## config.mk

```make
export PLATFORM = sky130hd
export DESIGN_NAME = rotor_relay_seq
export DESIGN_NICKNAME = d
export VERILOG_FILES = /design/src/rtl/rot_seq_pkg.sv /design/src/rtl/rot_delay.sv /design/src/rtl/rot_patterns.sv /design/src/rtl/rotor_relay_seq.sv
export SDC_FILE = /design/constraint.sdc
export NUM_CORES = 1
export LEC_CHECK = 0
export CAP_MARGIN = 20
export CORE_ASPECT_RATIO = 1.4
export CORE_MARGIN = 2
export CORE_UTILIZATION = 59
export CTS_CLUSTER_DIAMETER = 100
export CTS_CLUSTER_SIZE = 24
export DETAILED_ROUTE_END_ITERATION = 16
export GPL_TIMING_DRIVEN = 0
export PLACE_DENSITY = 0.75
export REMOVE_ABC_BUFFERS = 1
export SETUP_SLACK_MARGIN = 0.5
export SYNTH_ARGS = -nofsm -noshare
export SYNTH_HDL_FRONTEND = slang
export SYNTH_HIERARCHICAL = 1
export SYNTH_SLANG_ARGS = --single-unit
```

## constraint.sdc

```tcl
create_clock -name clk -period 4.87 [get_ports clk]
set_input_delay 0.487 -clock clk [delete_from_list [all_inputs] [get_ports clk]]
set_output_delay 0.487 -clock clk [all_outputs]
set_load 0.05 [all_outputs]
```

## src/rtl/rot_seq_pkg.sv

```systemverilog
package rot_seq_pkg;
  localparam int DW = 8;
  typedef logic [DW-1:0] dbits_t;

  typedef struct packed {
    dbits_t set;
    dbits_t clr;
  } dmask_t;

  // direction request bit positions
  localparam int DIR_L = 0;
  localparam int DIR_R = 1;
  localparam int DIR_U = 2;
  localparam int DIR_D = 3;

  localparam dbits_t AUX_BITS  = 8'h45;  // bits 0,2,6
  localparam dbits_t ELV_BITS  = 8'h22;  // bits 1,5
  localparam dbits_t STOP_BITS = AUX_BITS | ELV_BITS;

  typedef enum logic [2:0] {
    S_IDLE, S_PREP, S_WAIT_S, S_REL, S_WAIT_B, S_DRIVE
  } seq_state_t;

  function automatic dbits_t apply_mask(dbits_t d, dmask_t m);
    return (d & ~m.clr) | m.set;
  endfunction
endpackage

```

## src/rtl/rot_delay.sv

```systemverilog
module rot_delay #(
  parameter int CW = 8
) (
  input  logic          clk,
  input  logic          rst,
  input  logic          clr,
  input  logic          load,
  input  logic [CW-1:0] load_val,
  output logic          expired
);
  logic [CW-1:0] cnt;

  always_ff @(posedge clk) begin
    if (rst || clr)       cnt <= '0;
    else if (load)        cnt <= load_val;
    else if (cnt != '0)   cnt <= cnt - 1'b1;
  end

  assign expired = (cnt == '0);
endmodule

```

## src/rtl/rot_patterns.sv

```systemverilog
module rot_patterns
  import rot_seq_pkg::*;
#(
  parameter bit HAS_EL = 1'b1
) (
  input  logic [3:0] dir,
  output dmask_t     rel_m,
  output dmask_t     el_m,
  output dmask_t     az_m,
  output logic [1:0] az_lines   // [0] left, [1] right
);
  logic az_any;
  assign az_any   = dir[DIR_L] | dir[DIR_R];
  assign az_lines = dir[DIR_L] ? 2'b01 : (dir[DIR_R] ? 2'b10 : 2'b00);

  generate
    if (HAS_EL) begin : g_azel
      assign rel_m = '{set: 8'h55, clr: 8'h80};
      always_comb begin
        if (dir[DIR_U])      el_m = '{set: 8'h32, clr: 8'h88};
        else if (dir[DIR_D]) el_m = '{set: 8'h3A, clr: 8'h80};
        else                 el_m = '{set: 8'h00, clr: ELV_BITS};
        az_m = az_any ? '{set: 8'h15, clr: 8'h80} : '{set: 8'h00, clr: AUX_BITS};
      end
    end else begin : g_az
      assign rel_m = '{set: 8'hF5, clr: 8'h0A};
      assign el_m  = '{set: 8'h00, clr: 8'h00};
      assign az_m  = az_any ? '{set: 8'h75, clr: 8'h0A} : '{set: 8'h00, clr: AUX_BITS};
    end
  endgenerate
endmodule

```

## src/rtl/rotor_relay_seq.sv

```systemverilog
module rotor_relay_seq
  import rot_seq_pkg::*;
#(
  parameter int CLK_KHZ   = 100000,
  parameter int SETTLE_MS = 500,
  parameter int BRAKE_MS  = 100,
  parameter bit HAS_EL    = 1'b1
) (
  input  logic       clk,
  input  logic       rst,
  input  logic       stop,
  input  logic       req_valid,
  input  logic [3:0] req_dir,
  output logic       req_ack,
  output logic [7:0] data_out,
  output logic       ctl_left,
  output logic       ctl_right
);
  localparam int SETTLE_CYC = CLK_KHZ * SETTLE_MS;
  localparam int BRAKE_CYC  = CLK_KHZ * BRAKE_MS;
  localparam int MAX_CYC    = (SETTLE_CYC > BRAKE_CYC) ? SETTLE_CYC : BRAKE_CYC;
  localparam int CW         = $clog2(MAX_CYC + 1);

  seq_state_t state;
  logic [3:0] dir_q, move_q;
  logic       brake_rel;
  dbits_t     data_q;
  logic [1:0] ctl_q;
  logic       ack_q;

  dmask_t     rel_m, el_m, az_m;
  logic [1:0] az_lines;
  logic       az_rev, el_rev, az_req, need_settle;
  logic       load_settle, load_brake, expired;
  logic [CW-1:0] load_val;
  dbits_t     prep_clr;

  rot_patterns #(.HAS_EL(HAS_EL)) u_pat (
    .dir(dir_q), .rel_m(rel_m), .el_m(el_m), .az_m(az_m), .az_lines(az_lines)
  );

  always_comb begin
    az_rev = (move_q[DIR_L] && dir_q[DIR_R]) || (move_q[DIR_R] && dir_q[DIR_L]);
    el_rev = HAS_EL && ((move_q[DIR_U] && dir_q[DIR_D]) || (move_q[DIR_D] && dir_q[DIR_U]));
    az_req = dir_q[DIR_L] | dir_q[DIR_R];
    need_settle = az_rev || el_rev;
    prep_clr = (az_rev ? AUX_BITS : '0) | (el_rev ? ELV_BITS : '0);
    load_settle = (state == S_PREP) && need_settle;
    load_brake  = (state == S_REL) && !brake_rel && az_req;
    load_val    = load_settle ? CW'(SETTLE_CYC - 1) : CW'(BRAKE_CYC - 1);
  end

  rot_delay #(.CW(CW)) u_delay (
    .clk(clk), .rst(rst), .clr(stop),
    .load(load_settle || load_brake), .load_val(load_val), .expired(expired)
  );

  always_ff @(posedge clk) begin
    if (rst) begin
      state <= S_IDLE; dir_q <= '0; move_q <= '0; brake_rel <= 1'b0;
      data_q <= '0; ctl_q <= '0; ack_q <= 1'b0;
    end else if (stop) begin
      state <= S_IDLE; move_q <= '0; brake_rel <= 1'b0;
      data_q <= data_q & ~STOP_BITS; ctl_q <= '0; ack_q <= 1'b0;
    end else begin
      ack_q <= 1'b0;
      unique case (state)
        S_IDLE: if (req_valid) begin
          dir_q <= req_dir;
          state <= S_PREP;
        end
        S_PREP: begin
          data_q <= data_q & ~prep_clr;
          if (az_rev) begin
            ctl_q     <= '0;
            brake_rel <= 1'b0;
          end
          state <= need_settle ? S_WAIT_S : S_REL;
        end
        S_WAIT_S: if (expired) state <= S_REL;
        S_REL: begin
          move_q <= dir_q;
          if (!brake_rel && az_req) begin
            ctl_q     <= '0;
            data_q    <= apply_mask(data_q, rel_m);
            brake_rel <= 1'b1;
            state     <= S_WAIT_B;
          end else begin
            state <= S_DRIVE;
          end
        end
        S_WAIT_B: if (expired) state <= S_DRIVE;
        S_DRIVE: begin
          data_q <= apply_mask(apply_mask(data_q, el_m), az_m);
          ctl_q  <= az_lines;
          ack_q  <= 1'b1;
          state  <= S_IDLE;
        end
        default: state <= S_IDLE;
      endcase
    end
  end

  assign req_ack   = ack_q;
  assign data_out  = data_q;
  assign ctl_left  = ctl_q[0];
  assign ctl_right = ctl_q[1];

  AST_LINES_EXCLUSIVE: assert property (@(posedge clk) disable iff (rst)
    !(ctl_left && ctl_right));
  AST_RIGHT_FROM_QUIET: assert property (@(posedge clk) disable iff (rst)
    $rose(ctl_right) |-> !$past(ctl_left));
  AST_LEFT_FROM_QUIET: assert property (@(posedge clk) disable iff (rst)
    $rose(ctl_left) |-> !$past(ctl_right));
  AST_STOP_SAFE: assert property (@(posedge clk) disable iff (rst)
    stop |=> ((data_out & STOP_BITS) == '0) && !ctl_left && !ctl_right && !req_ack);
  AST_QUIET_PAUSE: assert property (@(posedge clk) disable iff (rst)
    ((state == S_WAIT_S || state == S_WAIT_B) && !stop) |=>
      $stable(data_out) && $stable(ctl_left) && $stable(ctl_right) && !req_ack);
  AST_ACK_PULSE: assert property (@(posedge clk) disable iff (rst)
    req_ack |=> !req_ack);
endmodule

```

Yosys cells after proc, flatten, opt, wreduce, memory -nomap -nowiden

Cells that the tools add are included.

Multipliers: 0
Shift-type cells: 0
Add/subtract/negate cells: 1
Mux-type cells: 25
Divide/modulo/power cells: 0
Reductions and logical operators: 30
Bitwise gates (word level): 12
Order comparisons: 0
Eq/ne operators: 10

Operator list:

| kind                                                                 | number |
|---|---|
| 26-bit 2-to-1 mux                                                    | 3 |
| 26-bit zero test                                                     | 1 |
| 26-bit nonzero test                                                  | 1 |
| 26-bit by 1-bit subtractor with 26-bit output, second input constant | 1 |
| 8-bit bitwise AND                                                    | 3 |
| 8-bit one-hot mux with 3 select lines                                | 1 |
| 3-bit AND reduction                                                  | 6 |
| 16-bit 2-to-1 mux                                                    | 1 |
| 8-bit inverter                                                       | 2 |
| 8-bit OR                                                             | 2 |
| 3-bit one-hot mux with 5 select lines                                | 1 |
| 14-bit 2-to-1 mux                                                    | 1 |
| 13-bit 2-to-1 mux                                                    | 1 |
| 3-bit 2-to-1 mux                                                     | 3 |
| 1-bit logical AND                                                    | 8 |
| 2-bit 2-to-1 mux                                                     | 4 |
| 8-bit 2-to-1 mux                                                     | 1 |
| 2-bit inequality test, second input constant                         | 4 |
| 7-bit inverter with 8-bit output                                     | 1 |
| 7-bit 2-to-1 mux                                                     | 1 |
| 7-bit by 6-bit OR with 7-bit output                                  | 1 |
| 3-bit by 2-bit == test with 1-bit output, second input constant      | 2 |
| 3-bit == test, second input constant                                 | 2 |
| 6-bit 2-to-1 mux                                                     | 1 |
| other kinds (14)                                                     | 26 |

Input bits: 8
RAM bits: 0
Output and inout bits: 11
Bits in latches: 0
Memory bits (read-only): 0
Register bits after elaboration: 49
Memories kept: 0
Logic and storage cells: 89

Logic depth before layout (Yosys ltp)

Gate-level depths: netlist of the first run.

Depth after elaboration: 8
Mapped depth: 11
Mapped depth without buffers: 10

By module

The synthesis of the first run kept the hierarchy.

By module, submodules not included:

| module          | seq. area each (um^2) | instances | cells each | area each (um^2) |
|---|---|---|---|---|
| rot_delay       | 520.5                 | 1         | 171        | 1422.6 |
| rotor_relay_seq | 460.4                 | 1         | 178        | 1346.3 |
| rot_patterns    | 0.0                   | 1         | 53         | 380.4 |

Worst setup path before layout of the first run

Ideal clock, no wire load.

Path type: register -> register
Start point: register u_delay.cnt[0]
End point: register state[0]
Arrival time: 2.259 ns
Path slack: 2.551 ns
Data required time: 4.810 ns
Setup time: 0.060 ns
Cell stages (with the launch flop): 11
Clock period less this slack: 2.319 ns
Path buffers: 0
Cell sequence: dfxtp_1 -> inv_1 -> ha_1 -> or4b_4 -> nand4b_2 -> nor3_4 -> nand2b_1 -> a21oi_1 -> a21oi_1 -> o22ai_1 -> and3_1

Longest elaborated chain between the ends: 3
Elaborated cells between the ends (all ways): 4
Those cells by class: eq/ne: 2; reduce/logical: 2

Ends and longest elaborated chain:

| element                                | line                  | RTL |
|---|---|---|
| start: declaration                     | rot_delay.sv:11       | `logic [CW-1:0] cnt;` |
| start signal: assignment               | rot_delay.sv:15       | `else if (load) cnt <= load_val;` |
| start signal: assignment               | rot_delay.sv:16       | `else if (cnt != '0) cnt <= cnt - 1'b1;` |
| 26-bit zero test *                     | rot_delay.sv:19       | `assign expired = (cnt == '0);` |
| named net expired                      | rotor_relay_seq.sv:34 | `logic load_settle, load_brake, expired;` |
| 2-bit inequality test (no source line) | -                     |  |
| 3-bit AND reduction (no source line) * | -                     |  |
| end signal: assignment                 | rotor_relay_seq.sv:78 | `state <= need_settle ? S_WAIT_S : S_REL;` |
| end: declaration                       | rotor_relay_seq.sv:24 | `seq_state_t state;` |

Mark *: on every way through the listed nets, which the timed path passes. The rest lies on a longest branch.
A chain may end at the register's enable or synchronous reset.

Worst setup path after layout of the first run

Start point: register u_delay.cnt[0]
End point: register u_delay.cnt[18]

Longest elaborated chain between the ends: 3
Elaborated cells between the ends (all ways): 5
Those cells by class: add/sub: 1; mux: 2; reduce/logical: 2

Ends and longest elaborated chain:

| element                                       | line |
|---|---|
| 26-bit by 1-bit subtractor with 26-bit output | rot_delay.sv:16 |
| 26-bit 2-to-1 mux                             | rot_delay.sv:16 |
| 26-bit 2-to-1 mux                             | rot_delay.sv:15 |

Several ways; a longest one is shown, not always the timed one. The select of a mux whose other input is x is not followed.

==> impl_metrics.yaml, run 1 <==
route:
  drtPass1Iterations: 4
  wire_per_inst_um: 12.3
  drt-initial-drc-count: 115
  vias: 2502
  viasPerCell: 5.22
  remaining_drc_errors: 0
  detail-route-antenna-nets: 0
  wl_mm: 5.91
die:
  die_area_sq_um: 5950
  core_area_sq_um: 5160
  num_rows: 31
  die_width_um: 65.7
  num_io_pins: 19
  start_util_pct: 61.0
  fp.dieH_um: 90.4
yosys:
  synth_edf_count: 0
  syn_area_sq_um: 3150
  synth_seq_area_share_pct: 31.1
  syn_avg_cell_area_sq_um: 7.83
  synth_cells: 402
  ys_seq_elements: 49
  synthFlopType: "dfxtp_1"
  yosysWarnings: 6
  synth_cell_type_count: 56
  asyncSetResetFlopFracSynth_pct: 0
pwr:
  leakage_nw: 1.34
  power_density_nw_per_um2: 377
  vdd_drop_max_mv: 0.171
cts:
  cts.repair.resized: 0
  cts.sinks: 49
  cts_buffers: 5
  cts_setup_buffers: 0
  clk_latency_ps: 300
  clkSlewWorstSetupHoldPaths_ps: 90
  hold_buffers: 0
  cts_buffer_depth: 2
  cts_tree: "done"
  cts_root_buf: "clkbuf_8"
  h-tree-depth: 2
setup_path:
  crit_arrival_ps: 3210
  path_delay_family: "simple AND/OR/NAND/NOR gates"
  required_ps: 5030
  cp-end-kind: "flop"
  critPathMaxFanout: 17
  path_class: "flop to flop"
  cpPeakStageDelay_ps: 710
  cp_cell_sequence: "inv_1 -> ha_1 -> or4b_4 -> nand4b_2 -> nor3_4 -> or2_1 -> o21ai_0"
  critPathSlowestCell: "or2_1"
  cp_num_buf_inv: 1
  startpoint_type: "flop"
sta:
  slew_headroom_pct: 40.1
  maxSlewViolCount: 0
  clock.fmax_mhz: 328
  post-route-min-period_ps: 3050
  tightest_slew_ps: 897
  skew_ps: 4.68
  setup_viol: 0
  fin_crit_sh_pct: 62.6
  finalHoldViolations: 0
  setup_tns_ps: 0
  rsz0062_at_grt: "false"
placement:
  dpl.hpwl_mm: 4.24
  place.gp.congestion: 0.777
  port_buffers: 18
grt:
  gr-usage-all-layers_pct: 21.8
  gr-total-overflow: 0
  grt_start_max_net_pins: 22
  grt_pass1_vias: 2381
  grt_pass1_wl_mm: 10.4
  antenna_found_initial: 0
final_layout:
  syn_to_final_growth_pct: 2.62
  insertedDiodeCount: 0
  final_util_pct: 62.6
  final_nets: 421
  drive_above_1_share_pct: 7.26
hold_path:
  hp-class: "flop to flop"
job:
  maxCapViolations: 0
run_status:
  status: "completed"
cell usage in the layout (no fill, tap or decap), drive strengths merged, types with 2 or more instances in the layout:
master	netlist	routed
a2111oi	3	3
a211oi	3	3
a21oi	22	22
a22o	2	2
a22oi	2	2
a31oi	5	5
and3	3	3
clkbuf	10	6
clkdlybuf4s50	0	18
clkinv	0	2
conb	4	51
dfxtp	49	49
inv	15	15
mux2i	10	10
nand2	42	42
nand2b	4	4
nand3	11	11
nand3b	2	2
nand4	2	2
nor2	43	43
nor2b	7	7
nor3	14	14
nor3b	3	3
nor4	4	4
o21ai	29	29
o21bai	7	7
o22ai	4	4
o31ai	6	6
or2	6	6
or3	3	3
or4	3	3
xnor2	10	10
xor2	11	11
logic make-up (layout without fill, tap and decap cells):
| family | after synthesis | after routing | share of synthesized area [%] |
|---|---|---|---|
| buf+inv | 77 | 41 | 15.8 |
| simple gates | 152 | 152 | 24.6 |
| xor+xnor | 21 | 21 | 5.84 |
| fa+ha+maj | 1 | 1 | 0.397 |
| flops | 49 | 49 | 31.1 |
| compound gates | 88 | 88 | 18.5 |
| mux | 10 | 10 | 3.18 |
| other cells | 4 | 51 | 0.477 |
cells in the mapped netlist, drive strengths merged (5+ instances only):
| master | instances | area share, % |
|---|---|---|
| a21oi | 22 | 3.9 |
| a31oi | 5 | 0.99 |
| buf | 52 | 13 |
| clkbuf | 10 | 1.2 |
| dfxtp | 49 | 31 |
| inv | 15 | 1.8 |
| mux2i | 10 | 3.2 |
| nand2 | 42 | 5.0 |
| nand3 | 11 | 1.7 |
| nor2 | 43 | 5.1 |
| nor2b | 7 | 1.4 |
| nor3 | 14 | 2.6 |
| o21ai | 29 | 5.8 |
| o21bai | 7 | 1.7 |
| o31ai | 6 | 1.4 |
| or2 | 6 | 1.3 |
| xnor2 | 10 | 2.8 |
| xor2 | 11 | 3.1 |
worst paths after layout:
check / from / end / slack (ps) / cells past startpoint
hold / removal: ctl_q[0] / ctl_q[0] / 500 / 1
setup reg to reg: u_delay/cnt[0] / u_delay/cnt[18] / 1820 / 7
hold reg to reg: ctl_q[0] / ctl_q[0] / 500 / 1
setup / recovery: u_delay/cnt[0] / u_delay/cnt[18] / 1820 / 7
state kept, by name, indices dropped and copies added (netlist names):
| register | flops |
|---|---|
| brake_rel | 1 |
| u_delay/cnt | 26 |
| state | 3 |
| ctl_q | 2 |
| move_q | 4 |
| dir_q | 4 |
| data_out | 8 |
| req_ack | 1 |
layout make-up:
cell class	count	area, sq um
fillers	465	1930
multi-input cells	323	1850
flip-flops and latches	49	981
repair buffers	18	180
well taps	66	82.6
clock buffers	6	72.6
inverters	15	56.3
clock inverters	2	10.0
stage by stage:
step	power (mW)	std cells	setup WS, ps	cell area, sq um	hold WS, ps
final	1.22	479	1820	3230	495
after global routing	1.31	479	1610	3230	516
after CTS	1.23	479	1780	3230	486
after detailed placement	0.986	471	1780	3150	473
after global placement	0.975	471	1630	3150	459
after floorplan	0.899	387	2300	2880	449
report_power, final:
group / total (mW) / internal (mW) / switching [mW]
clock: 0.236 / 0.0999 / 0.136
combinational: 0.501 / 0.220 / 0.282
sequential: 0.482 / 0.439 / 0.0436
total: 1.22 / 0.758 / 0.461
routing by layer:
layer  share of wire, %  global-route usage, %  wire length, um
met1                 45                   24.8             2660
met3                2.4                   3.49              141
met4                1.8                   9.20              106
met5                  0                      0                0
met2                 51                   38.9             3010
Power figures use the tool's default switching activity.
==> run 2, diff against run 1 <==
--- a/config.mk
+++ b/config.mk
@@ -8,12 +8,12 @@
 export CAP_MARGIN = 20
 export CORE_ASPECT_RATIO = 1.4
 export CORE_MARGIN = 2
-export CORE_UTILIZATION = 59
+export CORE_UTILIZATION = 54
 export CTS_CLUSTER_DIAMETER = 100
 export CTS_CLUSTER_SIZE = 24
 export DETAILED_ROUTE_END_ITERATION = 16
 export GPL_TIMING_DRIVEN = 0
-export PLACE_DENSITY = 0.75
+export PLACE_DENSITY = 0.72
 export REMOVE_ABC_BUFFERS = 1
 export SETUP_SLACK_MARGIN = 0.5
 export SYNTH_ARGS = -nofsm -noshare
==> constraint.sdc (replaced) <==
create_clock -name clk -period 2.6 [get_ports clk]
set_input_delay 0.26 -clock clk [delete_from_list [all_inputs] [get_ports clk]]
set_output_delay 0.26 -clock clk [all_outputs]
set_load 0.05 [all_outputs]
==> run 2 against run 1 <==
Compared with the run above:
- sequential power increased by 88%
- critical endpoint is now u_delay/cnt[1]
- register-to-register slack lost 1500 ps
- hold slack gained 2.9 ps
- worst setup slack got worse by 1500 ps
==> impl_metrics.yaml, run 2 (synthesis gave the netlist of run 1 again) <==
setup_path:
  crit_arrival_ps: 2480
  r2r_slack_ps: 330
  r2r_cells: 9
  critPathMaxFanout: 8
  startpoint_type: "flop"
  worst_r2r_startpoint: "u_delay/cnt[0]"
  required_ps: 2810
  path_class: "flop to flop"
  r2r_end: "u_delay/cnt[1]"
  cp-end-kind: "flop"
final_layout:
  regMostFlops: "u_delay/cnt"
  drive_above_1_share_pct: 20.4
  mostFrequentLayoutCells: "conb_1, dfxtp_1, nor2_1, nand2_1, buf_4"
  insertedDiodeCount: 0
  final_util_pct: 66.1
  final_cells: 510
  largest_reg_flops: 26
  final_common_cell: "conb_1"
  nFillCells: 476
  syn_to_final_growth_pct: 16.8
  final_nets: 450
grt:
  grt_pass1_wl_mm: 11.3
  grt_util_met1_pct: 26.4
  grt_start_max_net_pins: 22
  use_met3_pct: 3.58
  gr-total-overflow: 0
  use_met2_pct: 40.1
  antenna_found_initial: 0
  gr-usage-all-layers_pct: 22.4
  grt_pass1_vias: 2482
  top_usage_layer: "met2"
sta:
  maxSlewViolCount: 0
  tightest_slew_ps: 676
  slew_headroom_pct: 54.6
  fin_crit_sh_pct: 87.5
  post-route-min-period_ps: 2270
  finalHoldViolations: 0
  setup_viol: 0
  setup_tns_ps: 0
  skew_ps: 15.2
  rsz0062_at_grt: "true"
  setup_ws_ps: 325
  clock.fmax_mhz: 440
hold_path:
  whs_path_depth: 2
  hp-class: "flop to flop"
  hold_path_end: "data_out[2]"
  hold_start: "data_out[2]"
route:
  drtPass1Iterations: 4
  viasPerCell: 5.24
  wire_per_inst_um: 13.4
  wl_mm: 6.82
  drt-initial-drc-count: 139
  vias: 2673
  remaining_drc_errors: 0
  detail-route-antenna-nets: 0
die:
  core_area_sq_um: 5570
  die_width_um: 68.5
  fp.dieH_um: 94.4
  num_rows: 32
  start_util_pct: 56.6
  die_area_sq_um: 6470
  num_io_pins: 19
pwr:
  power_density_nw_per_um2: 756
  power_mw: 2.78
  vdd_drop_max_mv: 0.450
  leakage_nw: 1.55
cts:
  cts_root_buf: "clkbuf_8"
  clk_latency_ps: 310
  h-tree-depth: 2
  clkSlewWorstSetupHoldPaths_ps: 110
  hold_buffers: 0
  cts_tree: "done"
  cts_buffers: 5
  cts_buffer_depth: 2
  cts.sinks: 49
run_status:
  status: "completed"
placement:
  port_buffers: 18
  dpl.hpwl_mm: 4.30
  dp_slack_ps: -441
  dp_cells: 473
  place.gp.congestion: 0.752
job:
  maxCapViolations: 0
run 2: cell count changes in the layout (fill, tap and decap cells not counted), sizes merged:
cell      previous run  this run
clkinvlp             0         1
clkbuf               6         5
buf                  0        28
clkinv               2         0
nor2                43        44
inv                 15        17
run 2: worst max path at each step:
stage	endpoint	depth (start not counted)	startpoint	slack [ps]
after global routing	state[0]	10	u_delay/cnt[0]	210
after global placement	u_delay/cnt[1]	6	state[0]	-660
after floorplan	u_delay/cnt[18]	7	u_delay/cnt[0]	30
after CTS	state[0]	8	u_delay/cnt[20]	330
after detailed placement	u_delay/cnt[18]	7	u_delay/cnt[0]	-440
final	u_delay/cnt[1]	9	u_delay/cnt[0]	330
run 2: cell type report:
cell class / instances / area (sq um) / share of cell area, %
multi-input combinational: 324 / 1970 / 53.5
timing repair buffer: 46 / 475 / 12.9
sequential: 49 / 997 / 27.1
tap: 68 / 85.1 / 2.31
clock buffer: 5 / 68.8 / 1.87
clock inverter: 3 / 25.0 / 0.680
inverter: 15 / 58.8 / 1.60
run 2: where the power goes:
part	switching [mW]	total, mW	internal [mW]
Clock	0.288	0.485	0.197
Sequential	0.0828	0.906	0.823
Combinational	0.672	1.39	0.718
Total	1.04	2.78	1.74
run 2: metal layers:
metal | vias to the layer above | share of wire [%]
li1 | 1368 | -
met1 | 1237 | 42
met2 | 55 | 53
met3 | 13 | 3.2
met4 | 0 | 2.0
met5 | - | 0
run 2: repair_timing:
item                       CTS  global route
buffers inserted            14            13
resized for setup           21            25
pin swaps                   20            17
gates cloned                 1             1
setup endpoints to repair   28            28
run 2: metrics by stage:
step	area, sq um	hold slack, ps
global placement	3150	460
global route	3680	519
CTS	3490	496
detailed placement	3150	471
finish	3680	498
floorplan	2880	332
run 2: critical path: stages (launching register included):
cell      delay (ps)
dfxtp_2          350
inv_2             80
ha_4             130
or4b_4           480
nand4b_4         240
nor3_4           300
buf_4            160
buf_8            120
nor3_2            50
a221o_1          260
==> run 3, diff against run 2 <==
--- a/config.mk
+++ b/config.mk
@@ -10,7 +10,7 @@
 export CORE_MARGIN = 2
 export CORE_UTILIZATION = 54
 export CTS_CLUSTER_DIAMETER = 100
-export CTS_CLUSTER_SIZE = 24
+export CTS_CLUSTER_SIZE = 28
 export DETAILED_ROUTE_END_ITERATION = 16
 export GPL_TIMING_DRIVEN = 0
 export PLACE_DENSITY = 0.72
==> results of run 3 <==
No change in the layout: final DEF, timing and power equal those of run 2.
